===== src/rtl/fp_issue_sb.sv =====
module fp_issue_sb #(
  parameter int NREG     = 32,
  parameter int L_SHORT  = 4,
  parameter int L_ADD    = 8,
  parameter int L_MUL_S  = 8,
  parameter int L_MUL_D  = 9,
  parameter int L_DIV_S  = 19,
  parameter int L_DIV_D  = 33,
  parameter int T_MUL_S  = 1,
  parameter int T_MUL_D  = 2,
  parameter int T_DIV_S  = 15,
  parameter int T_DIV_D  = 29,
  parameter int XFER_ADD = 3
) (
  input  logic                     clk,
  input  logic                     rst_n,
  input  logic                     req_valid,
  input  logic [3:0]               req_class,
  input  logic                     req_dbl,
  input  logic [$clog2(NREG)-1:0]  req_dst,
  input  logic [$clog2(NREG)-1:0]  req_src_a,
  input  logic [$clog2(NREG)-1:0]  req_src_b,
  input  logic [$clog2(NREG):0]    req_count,
  output logic                     stall,
  output logic                     issue
);

  localparam int RW   = $clog2(NREG);
  localparam int NW   = RW + 1;
  localparam int XMAX = NREG / 2 + 1 + XFER_ADD;
  localparam int LMAX = (L_DIV_D > XMAX) ? L_DIV_D : XMAX;
  localparam int CW   = $clog2(LMAX + 1);

  localparam logic [3:0] C_UNARY = 4'd0,  C_CMP   = 4'd1,  C_ADD   = 4'd2,
                         C_MUL   = 4'd3,  C_DIV   = 4'd4,  C_LOAD  = 4'd5,
                         C_STORE = 4'd6,  C_LDM   = 4'd7,  C_STM   = 4'd8,
                         C_TOFP  = 4'd9,  C_FROMFP= 4'd10, C_FLAGS = 4'd11,
                         C_CTLWR = 4'd12, C_CTLRD = 4'd13;

  function automatic logic [NREG-1:0] span(input logic [RW-1:0] base, input logic [NW-1:0] n);
    logic [NREG-1:0] m;
    logic [RW-1:0]   off;
    m = '0;
    for (int r = 0; r < NREG; r++) begin
      off  = RW'(r) - base;
      m[r] = ({1'b0, off} < n);
    end
    return m;
  endfunction

  logic [CW-1:0]   cnt [NREG];
  logic [NREG-1:0] pend;
  logic [CW-1:0]   div_cnt, mul_cnt, flag_cnt, blk_cnt;

  logic            is_xfer, wide, serial, hazard, drained;
  logic [NW-1:0]   n_eff, xfer_x, one_or_two;
  logic [RW-1:0]   dst_base, a_base, b_base;
  logic [NREG-1:0] src_mask, dst_mask;
  logic [CW-1:0]   dst_load, div_load, mul_load, blk_load;

  assign is_xfer    = (req_class == C_LDM) || (req_class == C_STM);
  assign wide       = req_dbl && !is_xfer;
  assign serial     = (req_class == C_CTLWR) || (req_class == C_CTLRD);
  assign n_eff      = (req_count == '0) ? NW'(1) : req_count;
  assign xfer_x     = (n_eff + NW'(1)) >> 1;
  assign one_or_two = wide ? NW'(2) : NW'(1);
  assign dst_base   = wide ? {req_dst[RW-2:0], 1'b0}   : req_dst;
  assign a_base     = wide ? {req_src_a[RW-2:0], 1'b0} : req_src_a;
  assign b_base     = wide ? {req_src_b[RW-2:0], 1'b0} : req_src_b;

  assign div_load = req_dbl ? CW'(T_DIV_D - 1) : CW'(T_DIV_S - 1);
  assign mul_load = req_dbl ? CW'(T_MUL_D - 1) : CW'(T_MUL_S - 1);
  assign blk_load = CW'(xfer_x) - CW'(1);

  always_comb begin
    src_mask = '0;
    case (req_class)
      C_UNARY, C_STORE, C_FROMFP:
        src_mask = span(a_base, one_or_two);
      C_CMP, C_ADD, C_MUL, C_DIV:
        src_mask = span(a_base, one_or_two) | span(b_base, one_or_two);
      C_STM:
        src_mask = span(req_src_a, n_eff);
      default: src_mask = '0;
    endcase
  end

  always_comb begin
    dst_mask = '0;
    dst_load = '0;
    case (req_class)
      C_UNARY, C_LOAD, C_TOFP: begin
        dst_mask = span(dst_base, one_or_two);
        dst_load = CW'(L_SHORT - 2);
      end
      C_ADD: begin
        dst_mask = span(dst_base, one_or_two);
        dst_load = CW'(L_ADD - 2);
      end
      C_MUL: begin
        dst_mask = span(dst_base, one_or_two);
        dst_load = req_dbl ? CW'(L_MUL_D - 2) : CW'(L_MUL_S - 2);
      end
      C_DIV: begin
        dst_mask = span(dst_base, one_or_two);
        dst_load = req_dbl ? CW'(L_DIV_D - 2) : CW'(L_DIV_S - 2);
      end
      C_LDM: begin
        dst_mask = span(req_dst, n_eff);
        dst_load = CW'(xfer_x) + CW'(XFER_ADD - 2);
      end
      default: begin
        dst_mask = '0;
        dst_load = '0;
      end
    endcase
  end

  assign drained = (pend == '0) && (div_cnt == '0) && (mul_cnt == '0) &&
                   (flag_cnt == '0) && (blk_cnt == '0);

  assign hazard = (|(src_mask & pend)) || (|(dst_mask & pend)) ||
                  (blk_cnt != '0) ||
                  ((req_class == C_DIV)   && (div_cnt  != '0)) ||
                  ((req_class == C_MUL)   && (mul_cnt  != '0)) ||
                  ((req_class == C_FLAGS) && (flag_cnt != '0)) ||
                  (serial && !drained);

  assign stall = req_valid && hazard;
  assign issue = req_valid && !hazard;

  for (genvar r = 0; r < NREG; r++) begin : g_reg
    assign pend[r] = (cnt[r] != '0);
    always_ff @(posedge clk or negedge rst_n) begin
      if (!rst_n)                     cnt[r] <= '0;
      else if (issue && dst_mask[r])  cnt[r] <= dst_load;
      else if (cnt[r] != '0)          cnt[r] <= cnt[r] - CW'(1);
    end
  end

  always_ff @(posedge clk or negedge rst_n) begin
    if (!rst_n)                               div_cnt <= '0;
    else if (issue && req_class == C_DIV)     div_cnt <= div_load;
    else if (div_cnt != '0)                   div_cnt <= div_cnt - CW'(1);
  end

  always_ff @(posedge clk or negedge rst_n) begin
    if (!rst_n)                               mul_cnt <= '0;
    else if (issue && req_class == C_MUL)     mul_cnt <= mul_load;
    else if (mul_cnt != '0)                   mul_cnt <= mul_cnt - CW'(1);
  end

  always_ff @(posedge clk or negedge rst_n) begin
    if (!rst_n)                               flag_cnt <= '0;
    else if (issue && req_class == C_CMP)     flag_cnt <= CW'(L_SHORT - 2);
    else if (flag_cnt != '0)                  flag_cnt <= flag_cnt - CW'(1);
  end

  always_ff @(posedge clk or negedge rst_n) begin
    if (!rst_n)                               blk_cnt <= '0;
    else if (issue && is_xfer)                blk_cnt <= blk_load;
    else if (blk_cnt != '0)                   blk_cnt <= blk_cnt - CW'(1);
  end


  add_latency_chk: assert property (@(posedge clk) disable iff (!rst_n)
    (issue && req_class == C_ADD && !req_dbl) |=> (cnt[$past(req_dst)] == CW'(L_ADD - 2)));


  mul_pair_chk: assert property (@(posedge clk) disable iff (!rst_n)
    (issue && req_class == C_MUL && req_dbl) |=> !(issue && req_class == C_MUL));


  div_gap_chk: assert property (@(posedge clk) disable iff (!rst_n)
    (issue && req_class == C_DIV) |=> !(issue && req_class == C_DIV));


  xfer_block_chk: assert property (@(posedge clk) disable iff (!rst_n)
    (issue && is_xfer && req_count >= NW'(3)) |=> !issue);


  flag_wait_chk: assert property (@(posedge clk) disable iff (!rst_n)
    (issue && req_class == C_CMP) |=> !(issue && req_class == C_FLAGS));


  serial_drain_chk: assert property (@(posedge clk) disable iff (!rst_n)
    (issue && serial) |-> (pend == '0 && div_cnt == '0 && flag_cnt == '0));

endmodule


===== config.mk =====
export PLATFORM = sky130hd
export DESIGN_NAME = fp_issue_sb
export DESIGN_NICKNAME = d
export VERILOG_FILES = /design/src/rtl/fp_issue_sb.sv
export SDC_FILE = /design/constraint.sdc
export NUM_CORES = 1
export LEC_CHECK = 0
export BUFFER_PORTS_ARGS = -buffer_cell sky130_fd_sc_hd__buf_2
export CAP_MARGIN = 20
export CORE_ASPECT_RATIO = 0.5
export CORE_MARGIN = 2
export CORE_UTILIZATION = 30
export DETAILED_ROUTE_END_ITERATION = 12
export GPL_ROUTABILITY_DRIVEN = 1
export PLACE_DENSITY = 0.44
export SYNTH_ARGS = -nofsm -noshare
export SYNTH_HDL_FRONTEND = slang
export SYNTH_SLANG_ARGS = --single-unit

===== constraint.sdc =====
create_clock -name clk -period 16.05 [get_ports clk]
set_input_delay 4.0125 -clock clk [delete_from_list [all_inputs] [get_ports clk]]
set_output_delay 4.0125 -clock clk [all_outputs]
set_load 0.005 [all_outputs]

==> results.json, run 1 <==
{
  "run_status": "complete, no violations",
  "synthesis.nets": 3037,
  "track_usage": 0.246,
  "crit_type": "input port to output port",
  "std_cell_rows": 70,
  "required_ps": 12040,
  "p_int_mw": 1.87,
  "die_h_microns": 196,
  "vias": 22100,
  "p_leak_nw": 9.82,
  "power_mw": 3.28,
  "yosys-top-cells-area": "dfrtp_1 (24%), ha_1 (11%), xnor2_1 (6.0%)",
  "critPathLaunchType": "input port",
  "yosysTopAreaCell": "dfrtp_1",
  "drtAntennaViolNets": 0,
  "clockBufferDepth": 3,
  "final_util": 0.330,
  "cp_max_fo": 34,
  "rsz0062_at_grt": "false",
  "grt_max_degree": 89,
  "grt_pass1_vias": 20700,
  "syn_inst": 2807,
  "maxCapViolations": 0,
  "diodes": 0,
  "hold_viol_final": 0,
  "worstPathCellList": "buf_2 > clkinv_1 > ha_1 > xor2_1 > inv_1 > ha_1 > o21a_1 > o21ai_0 > a221oi_1 > o2111ai_1 > nor4_1 > nand4_1 > nor4_1 > nand4_1 > nor4_4 > buf_2",
  "combPwrFrac": 0.484,
  "ys_warn_count": 0,
  "place.gp.congestion": 1.03,
  "synth_edf_count": 0,
  "final_common_cell": "nor2_1",
  "drc": 0,
  "cts_inserted_buffers": 25,
  "cts_tree": "done",
  "p_sw_mw": 1.41,
  "cp.arrival_ps": 9640,
  "hold_buffers": 0,
  "async_flop_share": 1.00,
  "wl_per_cell_microns": 25.4,
  "fin_skew_ps": 12.2,
  "p_seq_frac": 0.330,
  "layout-drive-gt1-share": 0.0639,
  "die_w_microns": 388,
  "clkPwrFrac": 0.186,
  "tightest_slew_ps": 1170,
  "critPathCaptureType": "output port",
  "syn_area_sq_mm": 0.0221,
  "postCtsSetupRepairBufs": 0,
  "cts_resized": 0,
  "path_clk_slew_ps": 60,
  "yosys.area.top_type_share": 0.245,
  "drt_pre_antenna_iters": 6,
  "yosysSeqAreaShare": 0.245,
  "initial_core_util": 0.303,
  "htree_levels": 1,
  "root_buffer": "clkbuf_16",
  "fmax_mhz": 73.2,
  "setup_viol": 0,
  "hp-class": "flop to flop",
  "ys_types": 91,
  "pin_count": 31,
  "dieArea_sq_mm": 0.0759,
  "fin_crit_sh": 0.851,
  "drt-total-wl_microns": 95200,
  "initialDrtViolationCount": 2703,
  "finalMaxSlewViolations": 0,
  "most-common-layout-cells": "nor2_1 (244), dfrtp_1 (216), nand2_1 (207), ha_1 (201), inv_1 (200)",
  "power.ir.vdd_worst_mv": 0.0675,
  "grt_pass1_wl_microns": 141000,
  "clock_latency_ps": 570,
  "antenna_found_initial": 7,
  "p_sw_frac": 0.430,
  "nNetsFinal": 2982,
  "setup_tns_ps": 0,
  "cpMaxStageDelayCell": "clkinv_1",
  "relSlewSlack": 0.216,
  "p_per_area_mw_per_mm2": 136,
  "ys_seq_elements": 216,
  "dpl.hpwl_microns": 70900,
  "area_growth_pct": 8.98,
  "globalRoute.totalOverflow": 0,
  "cts_sinks": 216,
  "synth.avg_cell_area_sq_um": 7.86,
  "cp_slowest_stage_delay_ps": 910,
  "yosys_most_used_dff": "dfrtp_1",
  "vias_per_cell": 5.89,
  "period_needed_ps": 13650,
  "io_buffers": 30,
  "core_area_sq_mm": 0.0730
}
worst max-delay path: cells and delay by family:
| family | cells | cell delay, ps |
|---|---|---|
| compound gates | 4 | 1280 |
| buf+inv | 4 | 1720 |
| fa+ha+maj | 2 | 880 |
| simple gates | 5 | 1480 |
| xor+xnor | 1 | 250 |
power groups by stage:
stage          sequential, mW  clock (mW)  combinational [mW]
3_5_place_dp             1.08           0                1.57
2_1_floorplan            1.02           0                1.20
5_1_grt                  1.13       0.655                1.79
6_report                 1.08       0.610                1.59
4_1_cts                  1.08       0.632                1.58
3_3_place_gp             1.09           0                1.55
cells in the mapped netlist (all sizes together) (43+ instances only):
| library cell | count |
|---|---|
| a21oi | 187 |
| nand3 | 47 |
| nor2b | 51 |
| or3 | 45 |
| xnor2 | 150 |
| o22ai | 67 |
| a31oi | 45 |
| nand4 | 45 |
| dfrtp | 216 |
| nand2 | 209 |
| nor2 | 245 |
| nor4 | 48 |
| inv | 203 |
| nor3 | 107 |
| a211oi | 43 |
| ha | 201 |
| o21ai | 136 |
| mux2i | 89 |
| buf | 56 |
| clkbuf | 103 |
logic make-up (layout without fill, tap and decap cells):
kind of cell,Yosys count,in the layout,share of synthesized area
AND/OR/NAND/NOR,986,986,0.230
AO/OA/AOI/OAI,772,772,0.236
XOR/XNOR,173,173,0.0686
buffers and inverters,367,330,0.0653
adder cells (fa/ha/maj),201,201,0.114
flip-flops,216,216,0.245
multiplexers,92,92,0.0419
cell type report:
class | instances | area [sq um]
Timing Repair Buffer | 77 | 507
Multi-Input combinational cell | 2224 | 15300
Inverter | 208 | 781
Clock buffer | 37 | 761
Fill cell | 7721 | 48900
Tap cell | 972 | 1220
Sequential cell | 216 | 5410
Clock inverter | 8 | 97.6
stage by stage:
stage / hold slack, ps / std cells / setup slack, ps / instance area (sq um)
after floorplan: 464 / 2807 / 3050 / 22100
after global placement: 494 / 3695 / 2660 / 23200
after detailed placement: 493 / 3697 / 2590 / 23200
after CTS: 501 / 3742 / 2550 / 24100
after global routing: 513 / 3742 / 2200 / 24100
final: 503 / 3742 / 2400 / 24100
flip-flops by register name, indices dropped and copies added, names as in the netlist:
| signal | flops |
|---|---|
| cnt | 192 |
| div_cnt | 6 |
| flag_cnt | 6 |
| mul_cnt | 6 |
| blk_cnt | 6 |
routing by layer:
metal	global-route usage	vias to the layer above	share of wire
met3	0.0514	157	0.089
met2	0.357	900	0.40
li1	-	10200	-
met5	0	-	0.00027
met1	0.362	10800	0.48
met4	0.0673	4	0.032
final timing paths:
check / from / to / slack (ps) / cells past startpoint
worst min-delay path: mul_cnt[2] / mul_cnt[2] / 500 / 1
max in group asynchronous: rst_n / cnt[171] / 11080 / 2
worst max-delay path: req_src_a[3] / issue / 2400 / 16
worst max register to register: cnt[156] / cnt[63] / 9120 / 15
min in group asynchronous: rst_n / cnt[124] / 3480 / 1
worst min register to register: mul_cnt[2] / mul_cnt[2] / 500 / 1
No activity file was read; power rests on OpenSTA's default activity.
==> run 2, diff against run 1 <==
ABC_AREA = 1   (was unset)
==> run 2 against run 1 <==
Global-route usage down 3.5 points. Largest power group unchanged. Final cell count up 12%. Highest routed layer is now met4. Critical endpoint unchanged. Clock-buffer cell count down 4. First-iteration DRC count down 42%. Via count down 4.8%. Largest cell class unchanged. Hold slack better by 0.87 ps. Maximum frequency up 5.5%.
==> results.json, run 2 <==
{
  "ys_types": 54,
  "setup_viol": 0,
  "largest_register": "cnt",
  "final_util": 0.333,
  "postCtsSetupRepairBufs": 0,
  "fmax_mhz": 77.3,
  "antenna_found_initial": 0,
  "power.ir.vdd_worst_mv": 0.0714,
  "layout-drive-gt1-share": 0.0590,
  "crit_type": "input port to output port",
  "cpMaxStageDelayCell": "nand3_4",
  "fin_crit_sh": 0.806,
  "clock_latency_ps": 540,
  "synth_common_cells": "nand2_1 (862), inv_1 (485), nor2_1 (265)",
  "cts_tree": "done",
  "ff2ff_path_depth": 22,
  "drtAntennaViolNets": 0,
  "yosysSeqAreaShare": 0.253,
  "path_clk_slew_ps": 60,
  "run_status": "complete, no violations",
  "period_needed_ps": 12940,
  "dpl.hpwl_microns": 58600,
  "drc": 0,
  "nFillCells": 7658,
  "syn_inst": 3199,
  "initial_core_util": 0.302,
  "cp_max_fo": 46,
  "most-common-layout-cells": "nand2_1 (862), inv_1 (482), nor2_1 (265), nand3_1 (243), dfrtp_1 (216)",
  "holdWs_ps": 503,
  "drt_pre_antenna_iters": 6,
  "nNetsFinal": 3444,
  "root_buffer": "clkbuf_16",
  "yosysTopAreaCell": "dfrtp_1",
  "whs_path_depth": 1,
  "power_mw": 3.04,
  "grt_max_degree": 109,
  "htree_levels": 1,
  "std_cell_rows": 69,
  "cp.arrival_ps": 8930,
  "ys_warn_count": 0,
  "pin_count": 31,
  "p_per_area_mw_per_mm2": 129,
  "cp_common_cell": "nand2_1",
  "initialDrtViolationCount": 1556,
  "rsz0062_at_grt": "false",
  "grt_pass1_wl_microns": 120000,
  "io_buffers": 30,
  "dieArea_sq_mm": 0.0734,
  "largest_reg_flops": 192,
  "yosys_most_used_dff": "dfrtp_1",
  "async_flop_share": 1.00,
  "yosys-top-cells-area": "dfrtp_1 (25%), nand2_1 (15%), ha_1 (12%)",
  "synthesis.nets": 3429,
  "relSlewSlack": 0.373,
  "critPathLaunchType": "input port",
  "clockBufferDepth": 3,
  "wl_per_cell_microns": 18.6,
  "finalMaxSlewViolations": 0,
  "fin_skew_ps": 13.2,
  "track_usage": 0.210,
  "die_h_microns": 193,
  "final_common_cell": "nand2_1",
  "cts_resized": 0,
  "synth_edf_count": 0,
  "hold_viol_final": 0,
  "place.gp.congestion": 0.936,
  "cts_inserted_buffers": 27,
  "grt_pass1_vias": 19500,
  "setup_tns_ps": 0,
  "syn_area_sq_mm": 0.0213,
  "tightest_slew_ps": 940,
  "core_area_sq_mm": 0.0707,
  "diodes": 0,
  "hp-class": "flop to flop",
  "drt-total-wl_microns": 77800,
  "ys_seq_elements": 216,
  "p_leak_nw": 12.3,
  "globalRoute.totalOverflow": 0,
  "vias": 21000,
  "hold_buffers": 0,
  "vias_per_cell": 5.01,
  "cp_slowest_stage_delay_ps": 660,
  "required_ps": 12040,
  "synth.avg_cell_area_sq_um": 6.67,
  "maxCapViolations": 0,
  "yosys.area.top_type_share": 0.253,
  "area_growth_pct": 10.3,
  "critPathCaptureType": "output port",
  "yosysMostFrequentCell": "nand2_1",
  "cts_sinks": 216,
  "die_w_microns": 381
}
==> run 2: power breakdown <==
group / leakage (nW) / internal, mW / switching, mW / total (mW)
Sequential: 2.54 / 0.833 / 0.204 / 1.04
Combinational: 9.29 / 0.563 / 0.762 / 1.33
Clock: 0.491 / 0.427 / 0.252 / 0.679
Total: 12.3 / 1.82 / 1.22 / 3.04
==> run 2: final cells by class <==
| class | count | area [sq um] | area share |
|---|---|---|---|
| Clock buffer | 33 | 748 | 0.0318 |
| Tap cell | 958 | 1200 | 0.0510 |
| Sequential cell | 216 | 5410 | 0.230 |
| Clock inverter | 17 | 248 | 0.0105 |
| Inverter | 502 | 1890 | 0.0802 |
| Multi-Input combinational cell | 2403 | 13600 | 0.579 |
| Timing Repair Buffer | 64 | 415 | 0.0177 |
==> run 2: layer usage <==
metal	global-route usage	vias up	wire length, microns
met5	0	-	0
met2	0.320	465	32000
met4	0.0342	0	1190
met3	0.0140	72	3400
li1	-	10500	-
met1	0.327	9995	41300
==> run 2: logic make-up (layout without fill, tap and decap cells) <==
group,after synthesis,count (layout),synth area share
xor gates and xnor gates,152,152,0.0624
buffers and inverters,580,616,0.109
adders and majority gates,201,201,0.118
AOI/OAI and AO/OA,454,454,0.134
DFF,216,216,0.253
and+or+nand+nor,1596,1596,0.323
==> run 2: path summary, 6_finish.rpt <==
kind / start / to / slack, ps
setup / recovery: req_class[2] / issue / 3110
hold / removal: mul_cnt[2] / mul_cnt[2] / 500
setup reg to reg: cnt[126] / cnt[114] / 11070
hold reg to reg: mul_cnt[2] / mul_cnt[2] / 500
max in group asynchronous: rst_n / cnt[100] / 11030
min in group asynchronous: rst_n / div_cnt[0] / 3530
==> run 2: metrics by stage <==
step | std cells | setup slack, ps | cell area, sq um
2_1_floorplan | 3199 | 5050 | 21300
3_3_place_gp | 4143 | 3370 | 22500
3_5_place_dp | 4143 | 3210 | 22500
4_1_cts | 4193 | 3210 | 23500
5_1_grt | 4193 | 2660 | 23500
6_report | 4193 | 3110 | 23500
==> run 2: worst max-delay path: cells and delay by family <==
kind | cells | cell delay (ps)
adder cells (fa/ha/maj) | 1 | 310
XOR/XNOR | 1 | 100
AND/OR/NAND/NOR | 17 | 3210
buffers and inverters | 7 | 1220
==> run 3, diff against run 2 <==
PLACE_DENSITY = 0.45   (was 0.44)
clock period = 11.39 ns   (was 16.05 ns; I/O delays follow)
==> run 3 against run 2 <==
Critical path depth shrank 4. Die area did not move. Power grew 37%. Sequential share of layout area increased by 0.064 points. Clock-buffer cell count increased by 8. Utilization is 0.092 points lower. Final cell count about the same. Hold slack better by 14 ps. Register-to-register slack lost 4800 ps. Combinational power increased by 41%.
==> results.json, run 3 (same netlist as run 2, synthesis figures left out) <==
{
  "top_layer": "met4",
  "critPathCaptureType": "output port",
  "r2r_end": "cnt[114]",
  "largest_reg_flops": 192,
  "most-common-layout-cells": "nand2_1 (862), inv_1 (483), nor2_1 (265), nand3_1 (243), dfrtp_1 (216)",
  "cts_resized": 0,
  "cp.arrival_ps": 7090,
  "dpl.hpwl_microns": 58400,
  "final_common_cell": "nand2_1",
  "tightest_slew_ps": 997,
  "fin_skew_ps": 16.0,
  "drc": 0,
  "hold_buffers": 0,
  "postCtsSetupRepairBufs": 0,
  "required_ps": 8540,
  "cp_slowest_stage_delay_ps": 620,
  "power_mw": 4.16,
  "power.ir.vdd_worst_mv": 0.0956,
  "regArea_sq_mm": 0.00541,
  "nFillCells": 7704,
  "setup_viol": 0,
  "hold_viol_final": 0,
  "cpMaxStageDelayCell": "nand3_4",
  "drtAntennaViolNets": 0,
  "p_per_area_mw_per_mm2": 177,
  "path_clk_slew_ps": 60,
  "globalRoute.totalOverflow": 0,
  "ff2ff_path_depth": 26,
  "grt_pass1_vias": 19600,
  "rsz0062_at_grt": "false",
  "whs_path_depth": 1,
  "worst-path-stages": 22,
  "dp.cells": 4149,
  "regToRegSetupSlack_ps": 6300,
  "wl_met3_microns": 3430,
  "antenna_found_initial": 0,
  "setup_tns_ps": 0,
  "cts_tree": "done",
  "holdPathEnd": "mul_cnt[2]",
  "startpoint": "req_dbl",
  "place.gp.congestion": 0.904,
  "worstPathCellList": "buf_2 > nand3_4 > nand2_1 > nand2_2 > inv_1 > ha_1 > inv_1 > nor2_1 > xor2_1 > nand3_1 > nand2_1 > nand2_1 > and2_1 > nand2_1 > nor2_1 > nand2_1 > nor2_2 > nand3_2 > nor2_4 > nand2_4 > inv_4 > buf_2",
  "cp_max_fo": 46,
  "cp_common_cell": "nand2_1",
  "fmax_mhz": 101,
  "path_buf_inv": 5,
  "p_leak_nw": 12.3,
  "track_usage": 0.208,
  "multi_input_area_sq_mm": 0.0136,
  "finalMaxSlewViolations": 0,
  "core_area_sq_mm": 0.0707,
  "clock_latency_ps": 540,
  "dr_wl_met2_microns": 31700,
  "std_cell_rows": 69,
  "grt_pass1_wl_microns": 119000,
  "crit_type": "input port to output port",
  "critPathLaunchType": "input port",
  "hp-class": "flop to flop",
  "stdcell_count": 4196,
  "vias_per_cell": 5.00,
  "grt_max_degree": 80,
  "holdWs_ps": 518,
  "period_needed_ps": 9940,
  "htree_levels": 1,
  "relSlewSlack": 0.335,
  "r2r_start": "cnt[180]",
  "drt_pre_antenna_iters": 6,
  "layout-drive-gt1-share": 0.0587,
  "io_buffers": 30,
  "area_growth_pct": 10.0,
  "maxCapViolations": 0,
  "fin_crit_sh": 0.873,
  "die_w_microns": 381,
  "cp_top_family": "simple AND/OR/NAND/NOR gates",
  "vias": 21000,
  "drt-total-wl_microns": 76800,
  "largest_register": "cnt",
  "cts_inserted_buffers": 27,
  "met1_length_microns": 40600,
  "root_buffer": "clkbuf_16",
  "initialDrtViolationCount": 1543,
  "die_h_microns": 193,
  "clockBufferDepth": 3,
  "nNetsFinal": 3452,
  "min_from": "mul_cnt[2]",
  "run_status": "complete, no violations",
  "initial_core_util": 0.302,
  "pin_count": 31,
  "wl_per_cell_microns": 18.3,
  "diodes": 0,
  "dieArea_sq_mm": 0.0734,
  "cts_sinks": 216
}
## run 3: how the worst max path moves through the flow
stage	endpoint	slack, ps
final	issue	1450
after global routing	issue	1060
after global placement	issue	1480
after CTS	issue	1470
after detailed placement	issue	1490
after floorplan	issue	2720
## run 3: cell type report
type                    instances  area share
inverters                     502      0.0804
clock buffers                  41      0.0349
repair buffers                 72      0.0213
clock inverters                 4     0.00117
flip-flops and latches        216       0.230
well taps                     958      0.0511
multi-input cells            2403       0.581
## run 3: worst reg2reg max path, delay by kind of cell, from the launching register on
family                     cells  cell delay (ps)
and+or+nand+nor               15             2800
buffers and inverters          8             1430
DFF                            1              400
AOI/OAI and AO/OA              2              250
adders and majority gates      1              180
## run 3: where the power goes
part	internal [mW]	switching [mW]	leakage, nW
sequential	1.17	0.287	2.54
clock	0.489	0.337	0.420
combinational	0.794	1.07	9.34
total	2.46	1.70	12.3
## run 3: per-stage QoR
| step | instance area, sq um | setup slack [ps] | util |
|---|---|---|---|
| 2_1_floorplan | 21300 | 2720 | - |
| 4_1_cts | 23400 | 1470 | 0.331 |
| 3_5_place_dp | 22600 | 1490 | 0.319 |
| 6_report | 23500 | 1450 | 0.332 |
| 3_3_place_gp | 22600 | 1480 | 0.319 |
| 5_1_grt | 23500 | 1060 | 0.332 |
## run 3: routing by layer
metal,vias to the layer above,global-route usage
met5,-,0
met4,0,0.0315
met3,55,0.0120
met2,447,0.320
met1,9988,0.323
li1,10500,-
